File: src/rtl/daisy_out_pkg.sv
package daisy_out_pkg;

    // Sequencer states of the readout stage
    typedef enum logic [1:0] {
        ST_SETTLE = 2'd0,   // waiting out the post-sync window
        ST_LOADED = 2'd1,   // word captured, ready flag still high
        ST_READY  = 2'd2    // ready flag low, host may read
    } seq_state_t;

endpackage

File: src/rtl/dos_input_sync.sv
// Oversamples the serial-side inputs on the system clock and flags falling
// edges of the serial clock. sdi and cs_n pass through the same number of
// stages, so they stay aligned with the detected edge.
module dos_input_sync #(
    parameter int STAGES = 2
) (
    input  logic clk,
    input  logic rst_n,
    input  logic sclk,
    input  logic sdi,
    input  logic cs_n,
    output logic sclk_fall,
    output logic sdi_smp,
    output logic cs_active
);
    logic [STAGES-1:0] sclk_pipe;
    logic [STAGES-1:0] sdi_pipe;
    logic [STAGES-1:0] cs_pipe;
    logic              sclk_last;

    generate
        if (STAGES == 1) begin : g_single
            always_ff @(posedge clk or negedge rst_n) begin
                if (!rst_n) begin
                    sclk_pipe <= '1;
                    sdi_pipe  <= '0;
                    cs_pipe   <= '1;
                end else begin
                    sclk_pipe <= sclk;
                    sdi_pipe  <= sdi;
                    cs_pipe   <= cs_n;
                end
            end
        end else begin : g_multi
            always_ff @(posedge clk or negedge rst_n) begin
                if (!rst_n) begin
                    sclk_pipe <= '1;
                    sdi_pipe  <= '0;
                    cs_pipe   <= '1;
                end else begin
                    sclk_pipe <= {sclk_pipe[STAGES-2:0], sclk};
                    sdi_pipe  <= {sdi_pipe[STAGES-2:0], sdi};
                    cs_pipe   <= {cs_pipe[STAGES-2:0], cs_n};
                end
            end
        end
    endgenerate

    always_ff @(posedge clk or negedge rst_n) begin
        if (!rst_n) begin
            sclk_last <= 1'b1;
        end else begin
            sclk_last <= sclk_pipe[STAGES-1];
        end
    end

    assign sclk_fall = sclk_last & ~sclk_pipe[STAGES-1];
    assign sdi_smp   = sdi_pipe[STAGES-1];
    assign cs_active = ~cs_pipe[STAGES-1];

endmodule

File: src/rtl/dos_sequencer.sv
// Settling window and ready-flag state machine.
module dos_sequencer
    import daisy_out_pkg::*;
#(
    parameter int SETTLE_PERIODS = 3
) (
    input  logic clk,
    input  logic rst_n,
    input  logic conv_strobe,
    input  logic sync_req,
    output logic load_en,
    output logic clear_en,
    output logic drdy_n
);
    localparam int CNT_W = (SETTLE_PERIODS > 0) ? $clog2(SETTLE_PERIODS + 1) : 1;
    localparam logic [CNT_W-1:0] CNT_LAST = CNT_W'(SETTLE_PERIODS);

    seq_state_t       state, state_nx;
    logic [CNT_W-1:0] cnt, cnt_nx;
    logic             window_done;

    assign window_done = (cnt == CNT_LAST);

    // State register
    always_ff @(posedge clk or negedge rst_n) begin
        if (!rst_n) begin
            state <= ST_SETTLE;
            cnt   <= '0;
        end else begin
            state <= state_nx;
            cnt   <= cnt_nx;
        end
    end

    // Next-state logic
    always_comb begin
        state_nx = state;
        cnt_nx   = cnt;
        if (sync_req) begin
            state_nx = ST_SETTLE;
            cnt_nx   = '0;
        end else begin
            unique case (state)
                ST_SETTLE: begin
                    if (conv_strobe) begin
                        if (window_done) begin
                            state_nx = ST_LOADED;
                        end else begin
                            cnt_nx = cnt + 1'b1;
                        end
                    end
                end
                ST_LOADED: begin
                    state_nx = conv_strobe ? ST_LOADED : ST_READY;
                end
                ST_READY: begin
                    if (conv_strobe) begin
                        state_nx = ST_LOADED;
                    end
                end
                default: begin
                    state_nx = ST_SETTLE;
                end
            endcase
        end
    end

    // Outputs
    always_comb begin
        clear_en = sync_req;
        load_en  = 1'b0;
        drdy_n   = 1'b1;
        unique case (state)
            ST_SETTLE: load_en = conv_strobe & window_done & ~sync_req;
            ST_LOADED: load_en = conv_strobe & ~sync_req;
            ST_READY: begin
                load_en = conv_strobe & ~sync_req;
                drdy_n  = 1'b0;
            end
            default: load_en = 1'b0;
        endcase
    end

endmodule

File: src/rtl/dos_shifter.sv
// Output shift register: parallel capture, serial shift with fill from sdi.
module dos_shifter #(
    parameter int WORD_W = 24
) (
    input  logic              clk,
    input  logic              rst_n,
    input  logic              clear_en,
    input  logic              load_en,
    input  logic              shift_en,
    input  logic [WORD_W-1:0] word,
    input  logic              fill_bit,
    output logic              msb
);
    logic [WORD_W-1:0] shreg;

    always_ff @(posedge clk or negedge rst_n) begin
        if (!rst_n) begin
            shreg <= '0;
        end else if (clear_en) begin
            shreg <= '0;
        end else if (load_en) begin
            shreg <= word;
        end else if (shift_en) begin
            shreg <= {shreg[WORD_W-2:0], fill_bit};
        end
    end

    assign msb = shreg[WORD_W-1];

endmodule

File: src/rtl/daisy_out_stage.sv
// Top of the cascadable serial output stage.
module daisy_out_stage #(
    parameter int WORD_W         = 24,
    parameter int SETTLE_PERIODS = 3,
    parameter int SYNC_STAGES    = 2
) (
    input  logic              clk,
    input  logic              rst_n,
    input  logic [WORD_W-1:0] conv_word,
    input  logic              conv_strobe,
    input  logic              sync_req,
    input  logic              sclk,
    input  logic              cs_n,
    input  logic              sdi,
    output logic              sdo,
    output logic              sdo_oe,
    output logic              drdy_n
);
    logic sclk_fall;
    logic sdi_smp;
    logic cs_active;
    logic load_en;
    logic clear_en;
    logic shift_en;

    dos_input_sync #(
        .STAGES(SYNC_STAGES)
    ) u_sync (
        .clk      (clk),
        .rst_n    (rst_n),
        .sclk     (sclk),
        .sdi      (sdi),
        .cs_n     (cs_n),
        .sclk_fall(sclk_fall),
        .sdi_smp  (sdi_smp),
        .cs_active(cs_active)
    );

    dos_sequencer #(
        .SETTLE_PERIODS(SETTLE_PERIODS)
    ) u_seq (
        .clk        (clk),
        .rst_n      (rst_n),
        .conv_strobe(conv_strobe),
        .sync_req   (sync_req),
        .load_en    (load_en),
        .clear_en   (clear_en),
        .drdy_n     (drdy_n)
    );

    assign shift_en = sclk_fall & cs_active;

    dos_shifter #(
        .WORD_W(WORD_W)
    ) u_shift (
        .clk     (clk),
        .rst_n   (rst_n),
        .clear_en(clear_en),
        .load_en (load_en),
        .shift_en(shift_en),
        .word    (conv_word),
        .fill_bit(sdi_smp),
        .msb     (sdo)
    );

    assign sdo_oe = ~cs_n;

endmodule

File: config.mk
export PLATFORM = sky130hd
export DESIGN_NAME = daisy_out_stage
export DESIGN_NICKNAME = d
export VERILOG_FILES = /design/src/rtl/daisy_out_pkg.sv /design/src/rtl/dos_input_sync.sv /design/src/rtl/dos_sequencer.sv /design/src/rtl/dos_shifter.sv /design/src/rtl/daisy_out_stage.sv
export SDC_FILE = /design/constraint.sdc
export NUM_CORES = 1
export LEC_CHECK = 0
export BUFFER_PORTS_ARGS = -buffer_cell sky130_fd_sc_hd__clkbuf_2
export CAP_MARGIN = 5
export CORE_MARGIN = 1.5
export CORE_UTILIZATION = 30
export CTS_CLUSTER_DIAMETER = 50
export DETAILED_ROUTE_END_ITERATION = 8
export PLACE_DENSITY_LB_ADDON = 0.15
export SLEW_MARGIN = 20
export SYNTH_ARGS = -nofsm -noshare
export SYNTH_HDL_FRONTEND = slang
export SYNTH_SLANG_ARGS = --single-unit
File: constraint.sdc
create_clock -name clk -period 4.9 [get_ports clk]
set_input_delay 0 -clock clk [delete_from_list [all_inputs] [get_ports clk]]
set_output_delay 0 -clock clk [all_outputs]
set_load 0.01 [all_outputs]
### Word level (Yosys, flattened, before mapping)

Cells that the tools add are included.

| operators by class | value |
|---|---|
| bitwise gates (word level) | 9 |
| multiplexer cells | 15 |
| add/subtract/negate cells | 1 |
| reductions and logical operators | 7 |
| eq/ne operators | 7 |

Operator list:

| cell | number |
|---|---|
| 24-bit 2-to-1 mux | 3 |
| 2-bit 2-to-1 mux | 9 |
| 3-bit != test, second input constant | 2 |
| 2-bit one-hot mux with 3 select lines | 1 |
| 3-bit AND reduction | 2 |
| 1-bit AND | 5 |
| 2-bit equality test, second input constant | 2 |
| 1-bit NOT | 4 |
| 2-bit nonzero test | 2 |
| 3-bit by 2-bit != test with 1-bit output, second input constant | 1 |
| 3-bit nonzero test | 1 |
| 2-bit by 1-bit adder with 2-bit output, second input constant | 1 |
| 2-bit by 1-bit equality test with 1-bit output, second input constant | 1 |
| 2-bit zero test | 1 |
| 2-bit != test, second input constant | 1 |
| 1-bit one-hot mux with 2 select lines | 1 |
| 2-bit OR reduction | 1 |
| 1-bit 2-to-1 mux | 1 |

| storage, ports and cells | value |
|---|---|
| register bits after elaboration | 35 |

### Longest topological paths before layout

Gate-level depths: netlist of run 1.

| logic depth | value |
|---|---|
| depth after elaboration | 6 |
| gate-level depth with buffers | 7 |
| gate-level depth less buffers | 5 |

### Hierarchy

Synthesis of run 1 repeated with hierarchy kept, for this count alone.

| second synthesis, totals | value |
|---|---|
| cell total of the unflattened synthesis | 148 |
| area total of the unflattened synthesis | 1,874.3 µm² |

Modules (own cells, without submodules):

| module | times used | area each (µm²) | seq. area each (µm²) | cells an instance |
|---|---|---|---|---|
| dos_shifter | 1 | 1,353.8 | 600.6 | 106 |
| dos_sequencer | 1 | 311.5 | 100.1 | 31 |
| dos_input_sync | 1 | 198.9 | 181.4 | 9 |
| daisy_out_stage | 1 | 10.0 | 0.0 | 2 |

### Worst setup path before layout of run 1

No wires, ideal clock.

| timing | value |
|---|---|
| path kind | flip-flop to flip-flop |
| from | reg u_seq.state[0] |
| to | reg u_shift.shreg[0] |
| arrival time | 1,738 ps |
| clock period less this slack | 1,834 ps |
| setup time | 96 ps |
| data required time | 4,804 ps |
| buffers on the path | 3 |
| slack | 3,066 ps |
| stages on the path, launching flop included | 8 |
| cell sequence | dfrtp_1 > ha_1 > or3b_1 > buf_2 > or2_1 > buf_6 > buf_6 > a311oi_2 |

| on the way | value |
|---|---|
| longest elaborated chain between the ends | 5 |
| elaborated cells between the ends (all ways) | 8 |

RTL lines:

| item | RTL line | RTL |
|---|---|---|
| start, declared | dos_sequencer.sv:18 | `seq_state_t state, state_nx;` |
| start signal, assigned | dos_sequencer.sv:30 | `state <= state_nx;` |
| 2-bit by 1-bit equality test with 1-bit output or 2-bit equality test (tied branches) | dos_sequencer.sv:73 | `unique case (state)` |
| 2-bit OR reduction (no line) | - |  |
| 1-bit one-hot mux with 2 select lines * | dos_sequencer.sv:73 |  |
| 24-bit 2-to-1 mux | dos_shifter.sv:21 | `end else if (load_en) begin` |
| 24-bit 2-to-1 mux | dos_shifter.sv:19 | `end else if (clear_en) begin` |
| end signal, assigned | dos_shifter.sv:22 | `shreg <= word;` |
| end signal, assigned | dos_shifter.sv:24 | `shreg <= {shreg[WORD_W-2:0], fill_bit};` |
| end, declared | dos_shifter.sv:14 | `logic [WORD_W-1:0] shreg;` |

Every way passes the cells marked *; elsewhere a longest branch is shown, timed or not.
A chain may end at the register's enable or synchronous reset.

### Worst setup path after layout of run 1

| timing | value |
|---|---|
| from | reg u_seq.state[0] |
| to | reg u_shift.shreg[17] |

Same word-level chain as after synthesis.

==> impl_metrics.json, run 1 <==
{
  "gr-usage-met1_pct": 17.7,
  "dp_hpwl_um": 2490,
  "grt_max_degree": 36,
  "setup-violations-final": 0,
  "synth.avg_cell_area_sq_um": 10.2,
  "die-area_sq_um": 6520,
  "layout-drive-gt1-share_pct": 34.0,
  "critPathMaxFanout": 25,
  "num-nets-final": 244,
  "grt_usage_pct": 13.4,
  "start_util_pct": 30.8,
  "skew_ps": 5.83,
  "worstSetupPathType": "flip-flop to flip-flop",
  "cp.arrival_ps": 2810,
  "ios": 34,
  "slowest_stage": "or3b_1",
  "rows": 28,
  "antenna_found_initial": 0,
  "syn_nets": 214,
  "relSlewSlack_pct": 36.1,
  "top_usage_layer": "met2",
  "grt_pass1_wl_um": 6560,
  "worstMarginPinSlew_ps": 957,
  "cts-htree-levels": 2,
  "max_freq_ghz": 0.382,
  "rr_endpoint": "u_shift.shreg[17]$_DFFE_PN0P_",
  "coreArea_sq_um": 5890,
  "ys_seq_area_share_pct": 48.7,
  "finalInstanceArea_sq_um": 2140,
  "status": "finished, final reports clean",
  "utilization_pct": 36.3,
  "hold_ws_ps": 10.7,
  "cts_root_buf": "clkbuf_8",
  "dp_cells": 272,
  "cts_resized": 0,
  "hold_class": "primary input to flip-flop",
  "cts.clk_slew.worst_paths_ps": 80,
  "drtPass1Iterations": 4,
  "leakage_uw": 0.000842,
  "grt.met3_usage_pct": 3.48,
  "finalSetupTns_ps": 0,
  "post-route-period-util_pct": 53.5,
  "start_kind": "flip-flop",
  "portBuffers": 33,
  "peakVddDrop_mv": 0.166,
  "synth_cells": 178,
  "r2r_slack_ps": 2280,
  "path_delay_family": "simple AND/OR/NAND/NOR gates",
  "cpPeakStageDelay_ps": 740,
  "fin_cells": 284,
  "drt-initial-drc-count": 44,
  "place_area_sq_um": 2010,
  "cts_sinks": 35,
  "layout_commonest_cell": "nand2_1",
  "antennaDiodeCount": 0,
  "hold_path_end": "u_seq.cnt[1]$_DFFE_PN0P_",
  "wl_per_cell_um": 14.3,
  "detail-route-antenna-nets": 0,
  "hold_start": "conv_strobe",
  "fin_crit_ps": 2620,
  "rsz0062_at_grt": "no",
  "final_cell_mix": "nand2_1, clkbuf_2, dfrtp_1",
  "grt_pass1_vias": 1385,
  "synth_cell_types": 26,
  "crit_chain": "ha_1 -> or3b_1 -> or2_1 -> buf_4 -> a311oi_1",
  "cts_buffers": 5,
  "finalWirelength_um": 4060,
  "worstReg2RegStart": "u_seq.state[0]$_DFFE_PN0P_",
  "fp.dieH_um": 80.7,
  "cts_tree": "done",
  "clk-insertion-delay-late_ps": 290,
  "finalMaxSlewViolations": 0,
  "endpoint_kind": "flip-flop",
  "grtUsageMet2_pct": 21.2,
  "dieWidth_um": 80.7,
  "reg2regPathDepth": 5,
  "crit_required_ps": 5090,
  "path_buf_inv": 1,
  "power.density_nw_per_um2": 271,
  "overflow": 0,
  "syn_area_sq_um": 1810,
  "layout-area-overhead-vs-synth_pct": 17.9,
  "drc": 0,
  "ys_ff_latch": 35,
  "drv_cap": 0,
  "finalHoldViolations": 0,
  "place_congestion": 0.658,
  "ys_warn_count": 0,
  "max-clock-path-buffers": 2,
  "vias": 1417,
  "hold_depth": 3,
  "via_per_inst": 4.99
}
worst max path at each step:
stage | startpoint | endpoint | slack [ps] | depth (start not counted)
after CTS | u_seq.state[0]$_DFFE_PN0P_ | u_shift.shreg[17]$_DFFE_PN0P_ | 2230 | 5
final | u_seq.state[0]$_DFFE_PN0P_ | u_shift.shreg[17]$_DFFE_PN0P_ | 2280 | 5
after detailed placement | sync_req | u_shift.shreg[1]$_DFFE_PN0P_ | 2180 | 5
after floorplan | u_seq.state[0]$_DFFE_PN0P_ | u_shift.shreg[0]$_DFFE_PN0P_ | 3070 | 7
after global placement | sync_req | u_shift.shreg[1]$_DFFE_PN0P_ | 2260 | 5
after global routing | u_seq.state[0]$_DFFE_PN0P_ | u_shift.shreg[17]$_DFFE_PN0P_ | 2090 | 5
registers in the layout, summed over array words and instances, names as in the netlist:
signal and flops:
u_shift.shreg 24, u_seq.cnt 2, u_seq.state 2, u_sync.cs_pipe 2, u_sync.sclk_pipe 2, u_sync.sdi_pipe 2
u_sync.sclk_last 1
worst register-to-register path, stage by stage (launching register included):
cell	delay, ps
dfrtp_1	410
ha_1	210
or3b_1	740
or2_1	600
buf_4	320
a311oi_1	240
timing repair:
action / in CTS / in global routing
hold endpoints to repair: 33 / 0
hold buffers: 4 / 0
setup buffers: 0 / 0
synth_stat cells:
master / number / share of area (%)
o21ba_2: 1 / 0.55
a311oi_2: 20 / 17
a311oi_1: 4 / 1.9
o221ai_1: 1 / 0.48
or3b_1: 1 / 0.48
nor2b_1: 1 / 0.35
o21ai_0: 1 / 0.28
nand2_1: 49 / 10
dfstp_2: 5 / 7.2
nor3b_1: 1 / 0.41
inv_1: 5 / 1.0
a21oi_1: 3 / 0.83
xor2_1: 1 / 0.48
dfrtp_1: 30 / 41
or4_1: 1 / 0.41
clkbuf_1: 11 / 2.3
ha_1: 5 / 3.5
nor2_1: 3 / 0.62
nand3b_1: 1 / 0.41
or2_1: 1 / 0.35
nand3_1: 2 / 0.55
nor3_1: 25 / 6.9
or3b_2: 1 / 0.48
buf_6: 3 / 1.9
buf_2: 1 / 0.28
buf_1: 1 / 0.21
through the flow:
stage	total power, uW	worst slack [ps]
after floorplan	350	3070
after global placement	377	2260
after detailed placement	378	2180
after CTS	588	2230
after global routing	608	2090
final	579	2280
cell families after synthesis:
kind of cell / after synthesis / share of synthesized area (%)
compound gates: 30 / 20.6
simple gates: 86 / 21.1
flops: 35 / 48.7
fa+ha+maj: 5 / 3.45
buf+inv: 21 / 5.66
xor+xnor: 1 / 0.483
metal layers:
metal	part of all wire, %	wire (um)
met1	48	1930
met2	47	1930
met3	3.7	152
met4	1.1	46
met5	0	0
layout make-up:
class | count | area [sq um]
repair buffers | 39 | 220
flip-flops and latches | 35 | 882
clock inverters | 3 | 15.0
well taps | 75 | 93.8
clock buffers | 5 | 68.8
inverters | 5 | 18.8
fillers | 617 | 3750
multi-input cells | 122 | 840
power breakdown:
part           leakage (uW)  internal [uW]  switching [uW]
registers          0.000464            301            5.91
logic              0.000330           25.7            40.7
clock network     0.0000477           97.3             109
total              0.000842            424             155
Note: power is estimated with default switching activity, not from simulation.
==> inputs of run 2 (changes only) <==
Clock period 4.9 ns to 2.4 ns, I/O delays scaled along.
==> impl_metrics.json, run 2 (synthesized netlist as in run 1, its figures left out) <==
{
  "clk-insertion-delay-late_ps": 290,
  "cts_root_buf": "clkbuf_8",
  "worstReg2RegStart": "u_seq.state[0]$_DFFE_PN0P_",
  "dieWidth_um": 80.7,
  "ios": 34,
  "overflow": 0,
  "num-nets-final": 250,
  "hold_ws_ps": 74.1,
  "grt_pass1_vias": 1411,
  "vias": 1422,
  "rr_endpoint": "u_shift.shreg[17]$_DFFE_PN0P_",
  "via_per_inst": 4.90,
  "drv_cap": 0,
  "post_cts_buffers": 0,
  "place_congestion": 0.685,
  "finalMaxSlewViolations": 0,
  "setup-violations-final": 0,
  "leakage_uw": 0.000881,
  "layout-area-overhead-vs-synth_pct": 22.1,
  "fp.dieH_um": 80.7,
  "crit_required_ps": 2590,
  "status": "finished, final reports clean",
  "finalWirelength_um": 3960,
  "portBuffers": 33,
  "hold_path_end": "u_shift.shreg[14]$_DFFE_PN0P_",
  "r2r_slack_ps": 510,
  "final_cell_mix": "nand2_1, clkbuf_2, dfrtp_1",
  "rows": 28,
  "relSlewSlack_pct": 41.0,
  "start_util_pct": 30.8,
  "layout-drive-gt1-share_pct": 35.3,
  "power.density_nw_per_um2": 599,
  "layout_commonest_cell": "nand2_1",
  "cts-htree-levels": 2,
  "dp_slack_ps": 537,
  "coreArea_sq_um": 5890,
  "detail-route-antenna-nets": 0,
  "drt-initial-drc-count": 84,
  "grt_pass1_wl_um": 6820,
  "largest-register": "u_shift.shreg",
  "dp_hpwl_um": 2540,
  "cts_sinks": 35,
  "cts.clk_slew.worst_paths_ps": 80,
  "fin_crit_ps": 1890,
  "rsz0062_at_grt": "no",
  "largest_reg_flops": 24,
  "wl_per_cell_um": 13.7,
  "grt_max_degree": 36,
  "reg2regPathDepth": 5,
  "cts_resized": 0,
  "hold_class": "primary input to flip-flop",
  "critPathMaxFanout": 24,
  "antenna_found_initial": 0,
  "hold_start": "conv_word[14]",
  "post-route-period-util_pct": 78.7,
  "worstMarginPinSlew_ps": 885,
  "finalHoldViolations": 0,
  "max_freq_ghz": 0.530,
  "cp.arrival_ps": 2080,
  "cts_tree": "done",
  "cts_buffers": 5,
  "drc": 0,
  "grt_usage_pct": 13.8,
  "die-area_sq_um": 6520,
  "worstSetupPathType": "flip-flop to flip-flop",
  "drtPass1Iterations": 5,
  "peakVddDrop_mv": 0.352,
  "endpoint_kind": "flip-flop",
  "hold_depth": 3,
  "antennaDiodeCount": 0,
  "setup_ws_ps": 512,
  "start_kind": "flip-flop",
  "finalSetupTns_ps": 0,
  "skew_ps": 9.75,
  "max-clock-path-buffers": 2
}
run 2: power breakdown:
group	switching, uW	internal, uW	total, uW
Combinational	82.7	58.2	141
Sequential	11.6	615	626
Clock	223	336	560
run 2: how the worst max path moves through the flow:
stage,end,start,depth (start not counted)
floorplan,u_shift.shreg[0]$_DFFE_PN0P_,u_seq.state[0]$_DFFE_PN0P_,7
global placement,u_shift.shreg[17]$_DFFE_PN0P_,u_seq.state[0]$_DFFE_PN0P_,5
detailed placement,u_shift.shreg[17]$_DFFE_PN0P_,u_seq.state[0]$_DFFE_PN0P_,5
CTS,u_shift.shreg[17]$_DFFE_PN0P_,u_seq.state[0]$_DFFE_PN0P_,5
global route,u_shift.shreg[17]$_DFFE_PN0P_,u_seq.state[0]$_DFFE_PN0P_,5
finish,u_shift.shreg[17]$_DFFE_PN0P_,u_seq.state[0]$_DFFE_PN0P_,5
run 2: layout make-up:
class	instances	area, sq um
clock buffers	6	82.6
clock inverters	2	35.0
fillers	603	3670
inverters	5	18.8
multi-input cells	122	833
flip-flops and latches	35	882
well taps	75	93.8
repair buffers	45	268
run 2: worst max-delay path, cell delays in order, from the launching register on:
cell and delay, ps:
dfrtp_1 410, ha_1 210, or3b_1 400, or2_1 220, buf_4 260, a311oi_1 280
run 2: stage by stage:
stage	cells	power [uW]	cell area [sq um]	util, %
floorplan	178	714	1810	-
global placement	277	777	2050	34.8
detailed placement	277	776	2050	34.8
CTS	290	1350	2210	37.6
global route	290	1390	2210	37.6
finish	290	1330	2210	37.6
run 2: repair_timing:
action	in CTS	in global routing
hold buffers	5	0
hold endpoints to repair	34	0
endpoints found under the setup margin	0	0
run 2: per-layer routing:
metal  wire length, um  track usage [%]  vias up
li1                  -                -      702
met1              1960             18.5      691
met2              1800             22.1       23
met3               142             3.03        6
met4                54             4.66        0
met5                 0                0        -
==> inputs of run 3 (changes only) <==
Settings changed: ABC_AREA set to 1.
Clock period 2.4 ns to 1.6 ns, I/O delays scaled along.
==> impl_metrics.json, run 3 <==
{
  "grt_pass1_vias": 1415,
  "cts-htree-levels": 2,
  "skew_ps": 10.0,
  "cpPeakStageDelay_ps": 390,
  "cts.clk_slew.worst_paths_ps": 70,
  "finalWirelength_um": 4540,
  "yosysTopAreaCell": "dfrtp_1",
  "layout_commonest_cell": "nand2_1",
  "antenna_found_initial": 0,
  "wl_per_cell_um": 12.8,
  "slowest_stage": "dfrtp_1",
  "portBuffers": 33,
  "max-clock-path-buffers": 2,
  "start_util_pct": 31.0,
  "synth-async-reset-ratio_pct": 100,
  "synth_cells": 231,
  "cts_tree": "done",
  "setup-violations-final": 1,
  "detail-route-antenna-nets": 0,
  "ys_ff_latch": 35,
  "synth_edf_count": 0,
  "largest-register": "u_shift.shreg",
  "antennaDiodeCount": 0,
  "finalInstanceArea_sq_um": 2460,
  "rsz0062_at_grt": "yes",
  "coreArea_sq_um": 5920,
  "dp_cells": 335,
  "num-nets-final": 314,
  "rows": 28,
  "final_cell_mix": "nand2_1, clkbuf_2, dfrtp_1",
  "place_congestion": 0.729,
  "fillCellCount": 615,
  "hold_class": "primary input to flip-flop",
  "critPathMaxFanout": 6,
  "synth.most_common_cell": "nand2_1",
  "dp_hpwl_um": 2760,
  "post-route-period-util_pct": 100,
  "synth.avg_cell_area_sq_um": 7.94,
  "ys_warn_count": 0,
  "via_per_inst": 4.66,
  "relSlewSlack_pct": 69.0,
  "overflow": 0,
  "finalMaxSlewViolations": 0,
  "crit_required_ps": 1830,
  "path_delay_family": "flip-flops",
  "finalSetupTns_ps": -2.12,
  "path_depth": 9,
  "fin_crit_ps": 1600,
  "fin_cells": 354,
  "drv_cap": 0,
  "utilization_pct": 41.6,
  "die-area_sq_um": 6590,
  "start_kind": "flip-flop",
  "finalHoldViolations": 0,
  "ios": 34,
  "dp_slack_ps": 11.2,
  "crit_chain": "inv_1 -> ha_4 -> inv_2 -> nand2_4 -> nand3_4 -> a21oi_4 -> clkbuf_16 -> nand2_2 -> nand2_1",
  "layout-area-overhead-vs-synth_pct": 34.3,
  "cts_buffers": 5,
  "worstMarginPinSlew_ps": 465,
  "path_buf_inv": 3,
  "hold_depth": 2,
  "synth_common_cells": "nand2_1, dfrtp_1, nand3_1",
  "place_area_sq_um": 2130,
  "drt-initial-drc-count": 100,
  "grt_usage_pct": 14.1,
  "clk-insertion-delay-late_ps": 290,
  "syn_nets": 267,
  "synth_area_leaders": "dfrtp_1, nand2_1, nand4_1",
  "status": "finished with violations",
  "cts_root_buf": "clkbuf_8",
  "drtPass1Iterations": 4,
  "power.density_nw_per_um2": 774,
  "setup_ws_ps": -2.12,
  "max_freq_ghz": 0.624,
  "dieWidth_um": 81.2,
  "synth_cell_types": 21,
  "peakVddDrop_mv": 0.397,
  "fp.dieH_um": 81.2,
  "violations": "negative setup slack",
  "leakage_uw": 0.00135,
  "layout-drive-gt1-share_pct": 32.6,
  "reg2regPathDepth": 9,
  "synth_ff_type": "dfrtp_1",
  "largest_reg_flops": 24,
  "vias": 1648,
  "cp.arrival_ps": 1830,
  "grt_pass1_wl_um": 6950,
  "endpoint_kind": "flip-flop",
  "synth_top_area_share_pct": 41.0,
  "worstSetupPathType": "flip-flop to flip-flop",
  "ys_seq_area_share_pct": 48.1,
  "syn_area_sq_um": 1830,
  "grt_max_degree": 36,
  "cts_sinks": 35,
  "drc": 0
}
[run 3: changes by cell type after synthesis, sizes merged, moves of 5 or more]
cell / change
inv: +5
buf: +8
nand4: +24
nand3: +26
nor3: -24
nand2: +51
clkbuf: -8
a311oi: -24
[run 3: routing by layer]
metal | track usage [%] | routed length (um) | vias up
li1 | - | - | 851
met1 | 18.7 | 2210 | 764
met2 | 21.9 | 2120 | 26
met3 | 3.60 | 139 | 7
met4 | 5.69 | 70 | 0
met5 | 0 | 0 | -
[run 3: where the power goes]
| group | switching, uW | internal, uW | leakage (uW) |
|---|---|---|---|
| logic | 195 | 142 | 0.000843 |
| registers | 13.0 | 914 | 0.000465 |
| clock network | 337 | 304 | 0.0000412 |
[run 3: path summary, 6_finish.rpt]
path                                                 end                         start  slack, ps
hold / removal                  u_seq.cnt[0]$_DFFE_PN0P_                      sync_req         30
max in group asynchronous    u_sync.cs_pipe[1]$_DFF_PN1_                         rst_n        960
hold reg to reg             u_sync.sdi_pipe[1]$_DFF_PN0_  u_sync.sdi_pipe[0]$_DFF_PN0_        350
setup reg to reg           u_shift.shreg[14]$_DFFE_PN0P_    u_seq.state[1]$_DFFE_PN0P_         -2
setup / recovery           u_shift.shreg[14]$_DFFE_PN0P_    u_seq.state[1]$_DFFE_PN0P_         -2
min in group asynchronous   u_shift.shreg[9]$_DFFE_PN0P_                         rst_n        290
[run 3: logic make-up (layout without fill, tap and decap cells)]
logic type / Yosys count / after routing / synth area share, %
adder cells (fa/ha/maj): 5 / 5 / 3.41
AND/OR/NAND/NOR: 159 / 159 / 39.1
AO/OA/AOI/OAI: 5 / 5 / 2.18
buffers and inverters: 26 / 74 / 6.69
XOR/XNOR: 1 / 1 / 0.478
flip-flops: 35 / 35 / 48.1
[run 3: final cells by class]
| class | instances | area (sq um) | share of cell area (%) |
|---|---|---|---|
| multi-input cells | 170 | 908 | 36.9 |
| inverters | 10 | 37.5 | 1.52 |
| clock buffers | 6 | 72.6 | 2.95 |
| repair buffers | 56 | 455 | 18.5 |
| clock inverters | 2 | 12.5 | 0.508 |
| well taps | 75 | 93.8 | 3.81 |
| flip-flops and latches | 35 | 882 | 35.8 |
[run 3: timing repair]
item	4_1_cts	5_1_grt
setup endpoints to repair	0	24
setup buffers	0	4
hold buffers	4	0
resized for setup	0	32
endpoints found under the hold margin	33	0
[run 3: per-stage QoR]
step	hold WS [ps]	power, uW
after floorplan	-296	1100
after global placement	76.6	1220
after detailed placement	81.9	1220
after CTS	30.6	1880
after global routing	35.7	2010
final	29.4	1910
